## config.mk

```make
export PLATFORM = sky130hd
export DESIGN_NAME = prs_galois_xnor
export DESIGN_NICKNAME = d
export VERILOG_FILES = /design/src/rtl/prs_lfsr_pkg.sv /design/src/rtl/prs_lfsr_step.sv /design/src/rtl/prs_spin_chain.sv /design/src/rtl/prs_seed_guard.sv /design/src/rtl/prs_galois_xnor.sv
export SDC_FILE = /design/constraint.sdc
export NUM_CORES = 1
export LEC_CHECK = 0
export CELL_PAD_IN_SITES_DETAIL_PLACEMENT = 0
export CELL_PAD_IN_SITES_GLOBAL_PLACEMENT = 1
export CORE_ASPECT_RATIO = 1.5
export CORE_MARGIN = 2
export CORE_UTILIZATION = 53
export CTS_BUF_LIST = sky130_fd_sc_hd__clkbuf_4
export DETAILED_ROUTE_END_ITERATION = 10
export DONT_BUFFER_PORTS = 1
export PLACE_DENSITY_LB_ADDON = 0.1
export SETUP_SLACK_MARGIN = 0.2
export SLEW_MARGIN = 10
export SYNTH_ARGS = -nofsm -noshare
export SYNTH_HDL_FRONTEND = slang
export SYNTH_SLANG_ARGS = --single-unit
export TNS_END_PERCENT = 30
```

## constraint.sdc

```tcl
create_clock -name clk -period 5.9 [get_ports clk]
set_input_delay 1.18 -clock clk [delete_from_list [all_inputs] [get_ports clk]]
set_output_delay 1.18 -clock clk [all_outputs]
set_load 0.01 [all_outputs]
```

## src/rtl/prs_lfsr_pkg.sv

```systemverilog
package prs_lfsr_pkg;

   localparam int MIN_WIDTH = 3;
   localparam int MAX_WIDTH = 15;

   // Toggle mask for a right-shifting Galois register. Bit k-1 is set for
   // every middle term x^k of a primitive polynomial of degree WIDTH.
   function automatic logic [MAX_WIDTH-1:0] toggle_mask(input int width);
      logic [MAX_WIDTH-1:0] m;
      case (width)
         3:       m = 15'h0002;
         4:       m = 15'h0004;
         5:       m = 15'h0004;
         6:       m = 15'h0010;
         7:       m = 15'h0020;
         8:       m = 15'h0038;
         9:       m = 15'h0010;
         10:      m = 15'h0040;
         11:      m = 15'h0100;
         12:      m = 15'h0608;
         13:      m = 15'h0C80;
         14:      m = 15'h1802;
         15:      m = 15'h2000;
         default: m = 15'h0000;
      endcase
      return m;
   endfunction

endpackage

```

## src/rtl/prs_lfsr_step.sv

```systemverilog
module prs_lfsr_step #(
   parameter int                 WIDTH = 8,
   parameter logic [WIDTH-1:0]   TAPS  = '0
) (
   input  logic [WIDTH-1:0] cur_i,
   output logic [WIDTH-1:0] nxt_o
);

   logic             out_bit;
   logic [WIDTH-1:0] shifted;

   always_comb begin
      out_bit = cur_i[0];
      shifted = {out_bit, cur_i[WIDTH-1:1]};
      // XNOR at tap positions: the tap bit toggles when the output bit is 0
      nxt_o   = shifted ^ (TAPS & {WIDTH{~out_bit}});
   end

   // a legal state never steps into the lockup state
   always_comb begin
      a_no_lockup_entry_r5: assert (cur_i == '1 || nxt_o != '1)
         else $error("step entered the lockup state");
   end

endmodule

```

## src/rtl/prs_spin_chain.sv

```systemverilog
module prs_spin_chain #(
   parameter int               WIDTH    = 8,
   parameter int               MAX_SPIN = 15,
   parameter logic [WIDTH-1:0] TAPS     = '0,
   localparam int              SPIN_W   = $clog2(MAX_SPIN + 1)
) (
   input  logic [WIDTH-1:0]  cur_i,
   input  logic [SPIN_W-1:0] spin_i,
   output logic [WIDTH-1:0]  adv_o
);

   logic [WIDTH-1:0] stage [MAX_SPIN+1];
   int               eff_spin;

   assign stage[0] = cur_i;

   for (genvar k = 0; k < MAX_SPIN; k++) begin : g_stage
      prs_lfsr_step #(
         .WIDTH (WIDTH),
         .TAPS  (TAPS)
      ) u_step (
         .cur_i (stage[k]),
         .nxt_o (stage[k+1])
      );
   end

   always_comb begin
      if (spin_i == '0)
         eff_spin = 1;
      else if (int'(spin_i) > MAX_SPIN)
         eff_spin = MAX_SPIN;
      else
         eff_spin = int'(spin_i);
   end

   always_comb begin
      adv_o = stage[1];
      for (int k = 2; k <= MAX_SPIN; k++) begin
         if (k == eff_spin) adv_o = stage[k];
      end
   end

endmodule

```

## src/rtl/prs_seed_guard.sv

```systemverilog
module prs_seed_guard #(
   parameter int WIDTH = 8
) (
   input  logic [WIDTH-1:0] seed_i,
   output logic [WIDTH-1:0] safe_o,
   output logic             locked_o
);

   always_comb begin
      locked_o = &seed_i;
      safe_o   = locked_o ? '0 : seed_i;
   end

endmodule

```

## src/rtl/prs_galois_xnor.sv

```systemverilog
module prs_galois_xnor #(
   parameter int  WIDTH    = 8,
   parameter int  MAX_SPIN = 15,
   localparam int SPIN_W   = $clog2(MAX_SPIN + 1)
) (
   input  logic              clk,
   input  logic              rst,
   input  logic              load_i,
   input  logic [WIDTH-1:0]  seed_i,
   input  logic              next_i,
   input  logic [SPIN_W-1:0] spin_i,
   output logic [WIDTH-1:0]  state_o,
   output logic              valid_o,
   output logic              seed_err_o
);

   import prs_lfsr_pkg::*;

   localparam logic [MAX_WIDTH-1:0] FULL_MASK = toggle_mask(WIDTH);
   localparam logic [WIDTH-1:0]     TAPS      = FULL_MASK[WIDTH-1:0];

   if (WIDTH < MIN_WIDTH || WIDTH > MAX_WIDTH) begin : g_bad_width
      $error("WIDTH must lie between 3 and 15");
   end
   if (MAX_SPIN < 1) begin : g_bad_spin
      $error("MAX_SPIN must be at least 1");
   end

   logic [WIDTH-1:0] state_q;
   logic             valid_q;
   logic             err_q;
   logic [WIDTH-1:0] adv;
   logic [WIDTH-1:0] safe_seed;
   logic             seed_locked;

   prs_spin_chain #(
      .WIDTH    (WIDTH),
      .MAX_SPIN (MAX_SPIN),
      .TAPS     (TAPS)
   ) u_chain (
      .cur_i  (state_q),
      .spin_i (spin_i),
      .adv_o  (adv)
   );

   prs_seed_guard #(
      .WIDTH (WIDTH)
   ) u_guard (
      .seed_i   (seed_i),
      .safe_o   (safe_seed),
      .locked_o (seed_locked)
   );

   always_ff @(posedge clk) begin
      if (rst) begin
         state_q <= '0;
         valid_q <= 1'b0;
         err_q   <= 1'b0;
      end else begin
         valid_q <= load_i | next_i;
         err_q   <= load_i & seed_locked;
         if (load_i)
            state_q <= safe_seed;
         else if (next_i)
            state_q <= adv;
      end
   end

   assign state_o    = state_q;
   assign valid_o    = valid_q;
   assign seed_err_o = err_q;

   p_lockup_never_r5: assert property (@(posedge clk) disable iff (rst)
      state_q != '1);

   p_hold_r7: assert property (@(posedge clk) disable iff (rst)
      (!load_i && !next_i) |=> ($stable(state_o) && !valid_o));

   p_valid_pulse_r8: assert property (@(posedge clk) disable iff (rst)
      (load_i || next_i) |=> valid_o);

   p_seed_reject_r6: assert property (@(posedge clk) disable iff (rst)
      (load_i && (&seed_i)) |=> (seed_err_o && state_o == '0));

   p_err_single_r6: assert property (@(posedge clk) disable iff (rst)
      !(load_i && (&seed_i)) |=> !seed_err_o);

   p_load_priority_r9: assert property (@(posedge clk) disable iff (rst)
      (load_i && !(&seed_i)) |=> (state_o == $past(seed_i)));

endmodule

```

==> metrics.txt, run 1 <==
clock group share of total power 6.6%; status finished clean; Fill cells 515; Async SR Flop Fraction 0%; Worst Skew 0.00483 ns; fmax 326 MHz; Hold Violations, Final 0; slowest stage cell, crit path a2111oi_0; hold path start state_o[6]; Peak VDD IR 157 uV; CTS tree done; 1st-iter DRT viols between 300 and 400; Syn Area/Cell 7.33 um2; fraction of the cycle the final worst path needs just over 50%; Power Dens Cells ~250 mW/mm2; Syn Nets 405; Tightest Pin Transition ~0.95 ns; initial antenna violation count 0; Most common cell on crit path mux2_2; num rows 32; number of gates resized after CTS 0; Setup WS post-layout 2.83 ns; Slew Limit Fails 0; Pre-antenna DRT Iters 7; diode count 0; DR WL/cell 22.7 um; Sequential Power Share 15.7%; Clk Tree Root Cell clkbuf_4; postcts setup bufs 0; gr ovfl total 0; Comb pwr share between 70 and 80%; CP top delay family compound AO/OA/AOI/OAI gates; Synth warnings 0; RePlAce Congestion just over 0.9; startpoint class of the critical path input pin; IO buf count 0; post-detail-place hpwl 7130 um; Net Sw Frac 54.2%; Yosys reg bits 10; DP Worst Slack 2.66 ns; Clock Sink Count 10; post-synth cell types 65; element type at the critical path end register; Layout area overhead -3.25%; CTS clk-pin slew, worst paths roughly 0.07 ns; largest net degree at the start of global routing 49; Initial Util 55.2%; max_cap viols 0; drt via density 7.04; GR Util All Layers 32.9%; share of cells above drive strength 1 9.44%; Hold Crit Class reg2reg; CTS buffer count 3; Setup violations, final 0; hold-fix buffers at CTS 0; RSZ-0062 raised after global routing no; Max clock buf depth 2; Post-Syn Area 0.00285 mm2; Worst slew margin 36.3%; # IOs 26; crit path launch spin_i[3]; multi-input logic area 0.00239 mm2; Post-synth EDFFs 0; CP required 6.05 ns; number of global-route vias before repair 2879; die width 63.9 um; worst path arrival time 3.22 ns; TNS Setup 0 ns; Tmin final 3.07 ns; Nets 378; post-route ant nets 0; Primary FF master, synth dfxtp_1; Vias 3011; max incr delay on CP 0.53 ns; net switching power 381 uW; clk_lat worst skew about 0.26 ns; CORE AREA slightly above 0.005 mm2; gate count of the mapped netlist 389; Internal 322 uW; first-pass GRT wire length about 15000 um; Lkg Pwr 0.000877 uW; Post-Route WL ~9700 um; flip-flop and latch area 200 um2; Die Y 93.8 um; CTS H-tree depth 1; Residual DRC 0; Setup CP Type in2reg; die area approximately 0.006 mm2; CP Cell Sequence nor3b_1 -> mux2_2 -> mux2_2 -> a2111oi_0 -> a221oi_1 -> nor2_1 -> o2bb2ai_1; worst r2r src state_o[0]; critical-path maximum fanout 24; crit path buf inv count 0; post-synthesis sequential area ratio 7.02%
## worst reg2reg max path, stage by stage, from the launching register on
cell and delay, ns:
dfxtp_1 0.88, xnor2_4 0.30, xor2_2 0.49, mux2i_1 0.22, o32a_1 0.32, o221ai_1 0.24
a21oi_1 0.14, o21a_1 0.18
## state kept, by name, indices dropped and copies added (netlist names)
register	count
valid_o	1
seed_err_o	1
state_o	8
## per-stage QoR
step	util, %	total power (uW)	hold WS (ns)	area (um2)	std cells
floorplan	-	548	0.816	2850	389
global placement	53.0	646	0.738	2740	425
detailed placement	53.0	643	0.751	2740	425
CTS	53.4	693	0.758	2760	428
global route	53.4	749	0.787	2760	428
finish	53.4	703	0.758	2760	428
## final cells by class
type / instances / share of cell area, %
flip-flops and latches: 10 / 7.26
multi-input cells: 336 / 86.5
well taps: 68 / 3.09
repair buffers: 6 / 1.63
inverters: 5 / 0.681
clock buffers: 3 / 0.817
## final timing paths
path	to	depth (start not counted)	slack, ns
max reg2reg	state_o[1]	7	3.03
min reg2reg	state_o[6]	3	0.76
min	state_o[6]	3	0.76
max	state_o[0]	7	2.83
## placed cells by master (no fill, tap or decap), drive strengths merged, types with 3 or more instances in the layout
master / netlist / layout
nand3: 8 / 8
o21a: 3 / 3
o221ai: 10 / 10
nor3b: 4 / 4
a221oi: 11 / 11
nor2b: 7 / 7
a2111oi: 3 / 3
a211oi: 6 / 6
o21ai: 28 / 28
inv: 5 / 5
o211ai: 5 / 5
and3: 3 / 3
dfxtp: 10 / 10
or2: 3 / 3
a21oi: 37 / 37
a32oi: 4 / 4
xor2: 22 / 22
nand2: 29 / 29
nand2b: 5 / 5
clkbuf: 23 / 3
a31oi: 4 / 4
o32ai: 3 / 3
xnor2: 48 / 48
mux2i: 7 / 7
buf: 15 / 6
o22ai: 6 / 6
mux2: 5 / 5
nor3: 10 / 10
nor2: 35 / 35
## cells in the mapped netlist (3+ instances only)
master / number / area (um2)
o21a_1: 3 / 22.5
dfxtp_1: 10 / 200
nor3b_1: 4 / 30.0
nand2b_1: 5 / 31.3
o21ai_0: 23 / 115
a32oi_1: 4 / 35.0
clkbuf_1: 18 / 67.6
mux2_2: 5 / 56.3
a31oi_1: 4 / 25.0
mux2i_1: 7 / 70.1
xor2_2: 4 / 65.1
xnor2_1: 42 / 368
o221ai_1: 10 / 87.6
nand3_1: 8 / 40.0
a211oi_1: 6 / 45.0
buf_6: 5 / 56.3
buf_2: 6 / 30.0
inv_1: 5 / 18.8
and3_1: 3 / 18.8
clkbuf_8: 5 / 68.8
xnor2_4: 4 / 110
o32ai_1: 3 / 26.3
a221oi_1: 10 / 87.6
xor2_1: 18 / 158
nor3_1: 10 / 50.1
nor2_1: 35 / 131
a21oi_1: 36 / 180
nand2_1: 29 / 109
o211ai_1: 4 / 30.0
o21ai_1: 5 / 25.0
o22ai_1: 6 / 37.5
nor2b_1: 7 / 43.8
## per-layer routing
layer | global-route usage (%) | wire, um | vias to the layer above
met5 | 0 | 0 | -
met4 | 19.6 | 501 | 0
met3 | 4.20 | 669 | 46
met2 | 54.8 | 4720 | 177
met1 | 39.9 | 3810 | 1408
li1 | - | - | 1380
## cells by family (layout without fill, tap and decap cells)
logic type / count (synthesis) / in the layout / share of synthesized area, %
AOI/OAI and AO/OA: 140 / 140 / 33.8
and+or+nand+nor: 113 / 113 / 19.0
xor gates and xnor gates: 71 / 71 / 26.5
buffers and inverters: 43 / 14 / 9.26
muxes: 12 / 12 / 4.43
DFF: 10 / 10 / 7.02
## power by group through the flow
stage	clock network [uW]	logic [uW]	registers, uW
floorplan	0	458	90.1
global placement	0	535	111
detailed placement	0	532	111
CTS	47.8	536	109
global route	50.8	586	112
finish	46.5	546	110
(Power assumes the default switching activity.)
==> run 2: changes to the inputs <==
--- a/config.mk
+++ b/config.mk
@@ -5,11 +5,12 @@
 export SDC_FILE = /design/constraint.sdc
 export NUM_CORES = 1
 export LEC_CHECK = 0
+export ABC_AREA = 1
 export CELL_PAD_IN_SITES_DETAIL_PLACEMENT = 0
 export CELL_PAD_IN_SITES_GLOBAL_PLACEMENT = 1
 export CORE_ASPECT_RATIO = 1.5
 export CORE_MARGIN = 2
-export CORE_UTILIZATION = 53
+export CORE_UTILIZATION = 39
 export CTS_BUF_LIST = sky130_fd_sc_hd__clkbuf_4
 export DETAILED_ROUTE_END_ITERATION = 10
 export DONT_BUFFER_PORTS = 1
==> constraint.sdc (replaced) <==
create_clock -name clk -period 2.8 [get_ports clk]
set_input_delay 0.56 -clock clk [delete_from_list [all_inputs] [get_ports clk]]
set_output_delay 0.56 -clock clk [all_outputs]
set_load 0.01 [all_outputs]
==> metrics.txt, run 2 <==
status finished clean (unchanged); hold path depth 1 (was 3); most common cell in the synthesized netlist nand2_1 (was xnor2_1); Syn Nets 564 (was 405); Post-synth EDFFs 0 (unchanged); IO buf count 0 (unchanged); post-detail-place hpwl 7670 um (was 7130 um); Async SR Flop Fraction 0% (unchanged); Post-Route WL 9760 um (was 9700 um); Hold EP state_o[1] (was state_o[6]); mux share of post-synthesis cell area 0% (was 4.43%); max incr delay on CP 0.36 ns (was 0.53 ns); commonest cells after routing, fill and taps aside nand2_1 (207), inv_1 (75), o21ai_0 (46), nand3_1 (44), buf_4 (39) (was xnor2_1 (42), a21oi_1 (36), nor2_1 (35), nand2_1 (29), o21ai_0 (23)); CTS H-tree depth 1 (unchanged); largest family of logic cells by synthesized area simple AND/OR/NAND/NOR gates (was compound AO/OA/AOI/OAI gates); Pre-antenna DRT Iters 4 (was 7); share of cells above drive strength 1 21.2% (was 9.44%); Hold Crit Class in2reg (was reg2reg); Clock Sink Count 10 (unchanged); top post-synthesis cells by area nand2_1 (32%), inv_1 (11%), nand3_1 (9.3%) (was xnor2_1 (13%), dfxtp_1 (7.0%), a21oi_1 (6.3%)); hold-fix buffers at CTS 0 (unchanged); die area 0.00756 mm2 (was 0.00599 mm2); Synth Area in Compound Gates 17.1% (was 33.8%); Worst slew margin 68.1% (was 36.3%); Slew Limit Fails 0 (unchanged); 1st-iter DRT viols 221 (was 386); post-route ant nets 0 (unchanged); worst r2r src state_o[1] (was state_o[0]); post-synthesis sequential area ratio 7.48% (was 7.02%); Vias 3419 (was 3011); area fraction of the dominant cell type after synthesis 31.7% (was 12.9%); DP Worst Slack 0.0494 ns (was 2.66 ns); commonest non-fill, non-tap cell in the layout nand2_1 (was xnor2_1); RePlAce Congestion 0.915 (was 0.934); max reg flops 8 (unchanged); Setup violations, final 0 (unchanged); Setup WS post-layout 0.174 ns (was 2.83 ns); Worst Skew 0.000235 ns (was 0.00483 ns); setup slack, reg-to-reg 0.17 ns (was 3.03 ns); largest net degree at the start of global routing 15 (was 49); Lkg Pwr 0.00174 uW (was 0.000877 uW); Internal 1140 uW (was 322 uW); flip-flop and latch area 214 um2 (was 200 um2); reg2reg path depth 14 (was 7); Comb pwr share 89.8% (was 77.7%); clk_lat worst skew 0.26 ns (about the same); synth cell count leaders nand2_1 (226), inv_1 (76), nand3_1 (50) (was xnor2_1 (42), a21oi_1 (36), nor2_1 (35)); cell taking the most area after synthesis nand2_1 (was xnor2_1); Synth Area in Adders 0% (unchanged); CP required 2.98 ns (was 6.05 ns); Most common cell on crit path nand2_1 (was mux2_2); Power Dens Cells 859 mW/mm2 (was 255 mW/mm2); Setup CP Type reg2reg (was in2reg); critical-path maximum fanout 8 (was 24); diode count 0 (unchanged); Nets 597 (was 378); TNS Setup 0 ns (unchanged); die width 71.7 um (was 63.9 um); worst path arrival time 2.81 ns (was 3.22 ns); Net Sw Frac 59.6% (was 54.2%); Synth Area in Simple Gates 50.6% (was 19.0%); Max clock buf depth 2 (unchanged); net switching power 1680 uW (was 381 uW); initial antenna violation count 0 (unchanged); Post-Syn Area 0.00268 mm2 (was 0.00285 mm2); Tightest Pin Transition 0.477 ns (was 0.955 ns); RSZ-0062 raised after global routing yes (was no); slowest stage cell, crit path dfxtp_4 (was a2111oi_0); Initial Util 39.6% (was 55.2%); Post-Synth XOR/XNOR Area 9.07% (was 26.5%); Fill cells 777 (was 515); # IOs 26 (unchanged); Synth warnings 0 (unchanged); max_cap viols 0 (unchanged); Residual DRC 0 (unchanged); Clk Tree Root Cell clkbuf_4 (unchanged); hold path start rst (was state_o[6]); CTS buffer count 3 (unchanged); fmax 381 MHz; Die Y 105 um (was 93.8 um); GR Util All Layers 25.3% (was 32.9%); post-synth cell types 29 (was 65); Reg-to-Reg End state_o[4] (was state_o[1]); CORE AREA 0.00676 mm2 (was 0.00516 mm2); Primary FF master, synth dfxtp_1 (unchanged); Syn Area/Cell 4.89 um2 (was 7.33 um2); CP Cell Sequence buf_12 -> xor2_4 -> xnor2_4 -> buf_6 -> xor2_4 -> or2_4 -> nand2_8 -> xor2_1 -> buf_4 -> a21oi_1 -> nand2_1 -> nand2_1 -> nand2_1 -> a21oi_1 (was nor3b_1 -> mux2_2 -> mux2_2 -> a2111oi_0 -> a221oi_1 -> nor2_1 -> o2bb2ai_1); Tmin final 2.63 ns; DR WL/cell 14.8 um (was 22.7 um); num rows 37 (was 32); startpoint class of the critical path register (was input pin); gr ovfl total 0 (unchanged); drt via density 5.20 (was 7.04); gate count of the mapped netlist 548 (was 389); Hold Violations, Final 0 (unchanged); first-pass GRT wire length 15400 um (about the same); multi-input logic area 0.00225 mm2 (was 0.00239 mm2); element type at the critical path end register (unchanged); Yosys reg bits 10 (unchanged); CTS tree done (unchanged); clock group share of total power 3.4% (was 6.6%); Sequential Power Share 6.8% (was 15.7%); Layout area overhead 22.6% (was -3.25%); Peak VDD IR 655 uV (was 157 uV); CTS clk-pin slew, worst paths 0.06 ns (was 0.07 ns); fraction of the cycle the final worst path needs between 90% and 100%; number of global-route vias before repair 3234 (was 2879); Fin Hold WS 0.355 ns (was 0.758 ns)
[run 2: per-layer routing]
layer | part of all wire [%] | wire (um) | up-vias | GRT usage [%]
li1 | - | - | 1765 | -
met1 | 41 | 3960 | 1567 | 29.6
met2 | 55 | 5350 | 67 | 47.4
met3 | 2.0 | 195 | 20 | 1.53
met4 | 2.6 | 256 | 0 | 8.36
met5 | 0 | 0 | - | 0
[run 2: timing repair]
action | 4_1_cts | 5_1_grt
endpoints found under the setup margin | 4 | 8
resized for setup | 7 | 59
setup buffers | 2 | 10
pin swaps | 4 | 20
[run 2: final cells by class]
class | count | area share (%)
Inverter | 93 | 11.0
Sequential cell | 10 | 6.52
Tap cell | 78 | 2.97
Multi-Input combinational cell | 431 | 68.5
Clock buffer | 3 | 0.686
Clock inverter | 1 | 0.114
Timing Repair Buffer | 42 | 10.2
[run 2: critical path, delay by kind of cell (launching register included)]
kind,cells,cell delay [ns]
AND/OR/NAND/NOR,5,0.52
XOR/XNOR,4,0.95
AO/OA/AOI/OAI,2,0.27
buffers and inverters,3,0.46
flip-flops,1,0.36
[run 2: worst max path at each step]
| stage | from | endpoint | slack [ns] | cells after the start |
|---|---|---|---|---|
| finish | state_o[1] | state_o[4] | 0.17 | 14 |
| global route | state_o[0] | state_o[4] | 0.03 | 24 |
| CTS | state_o[1] | state_o[4] | 0.20 | 16 |
| global placement | state_o[1] | state_o[4] | 0.14 | 21 |
| floorplan | spin_i[3] | state_o[7] | 0.47 | 23 |
| detailed placement | state_o[0] | state_o[4] | 0.05 | 24 |
[run 2: cell families (layout without fill, tap and decap cells)]
group,Yosys count,after routing
buffers and inverters,107,139
xor gates and xnor gates,17,17
and+or+nand+nor,325,325
AOI/OAI and AO/OA,89,89
DFF,10,10
[run 2: metrics by stage]
stage | util (%) | area (um2) | power, uW | cells
detailed placement | 43.4 | 2930 | 2110 | 642
CTS | 44.3 | 2990 | 2290 | 648
floorplan | - | 2680 | 1590 | 548
global placement | 43.4 | 2930 | 2100 | 642
global route | 48.6 | 3280 | 3050 | 658
finish | 48.6 | 3280 | 2820 | 658
[run 2: power by group through the flow]
stage	Combinational [uW]	Clock [uW]	Sequential (uW)
finish	2530	95.4	192
global route	2750	106	194
CTS	2010	97.3	187
detailed placement	1930	0	189
global placement	1910	0	187
floorplan	1400	0	185
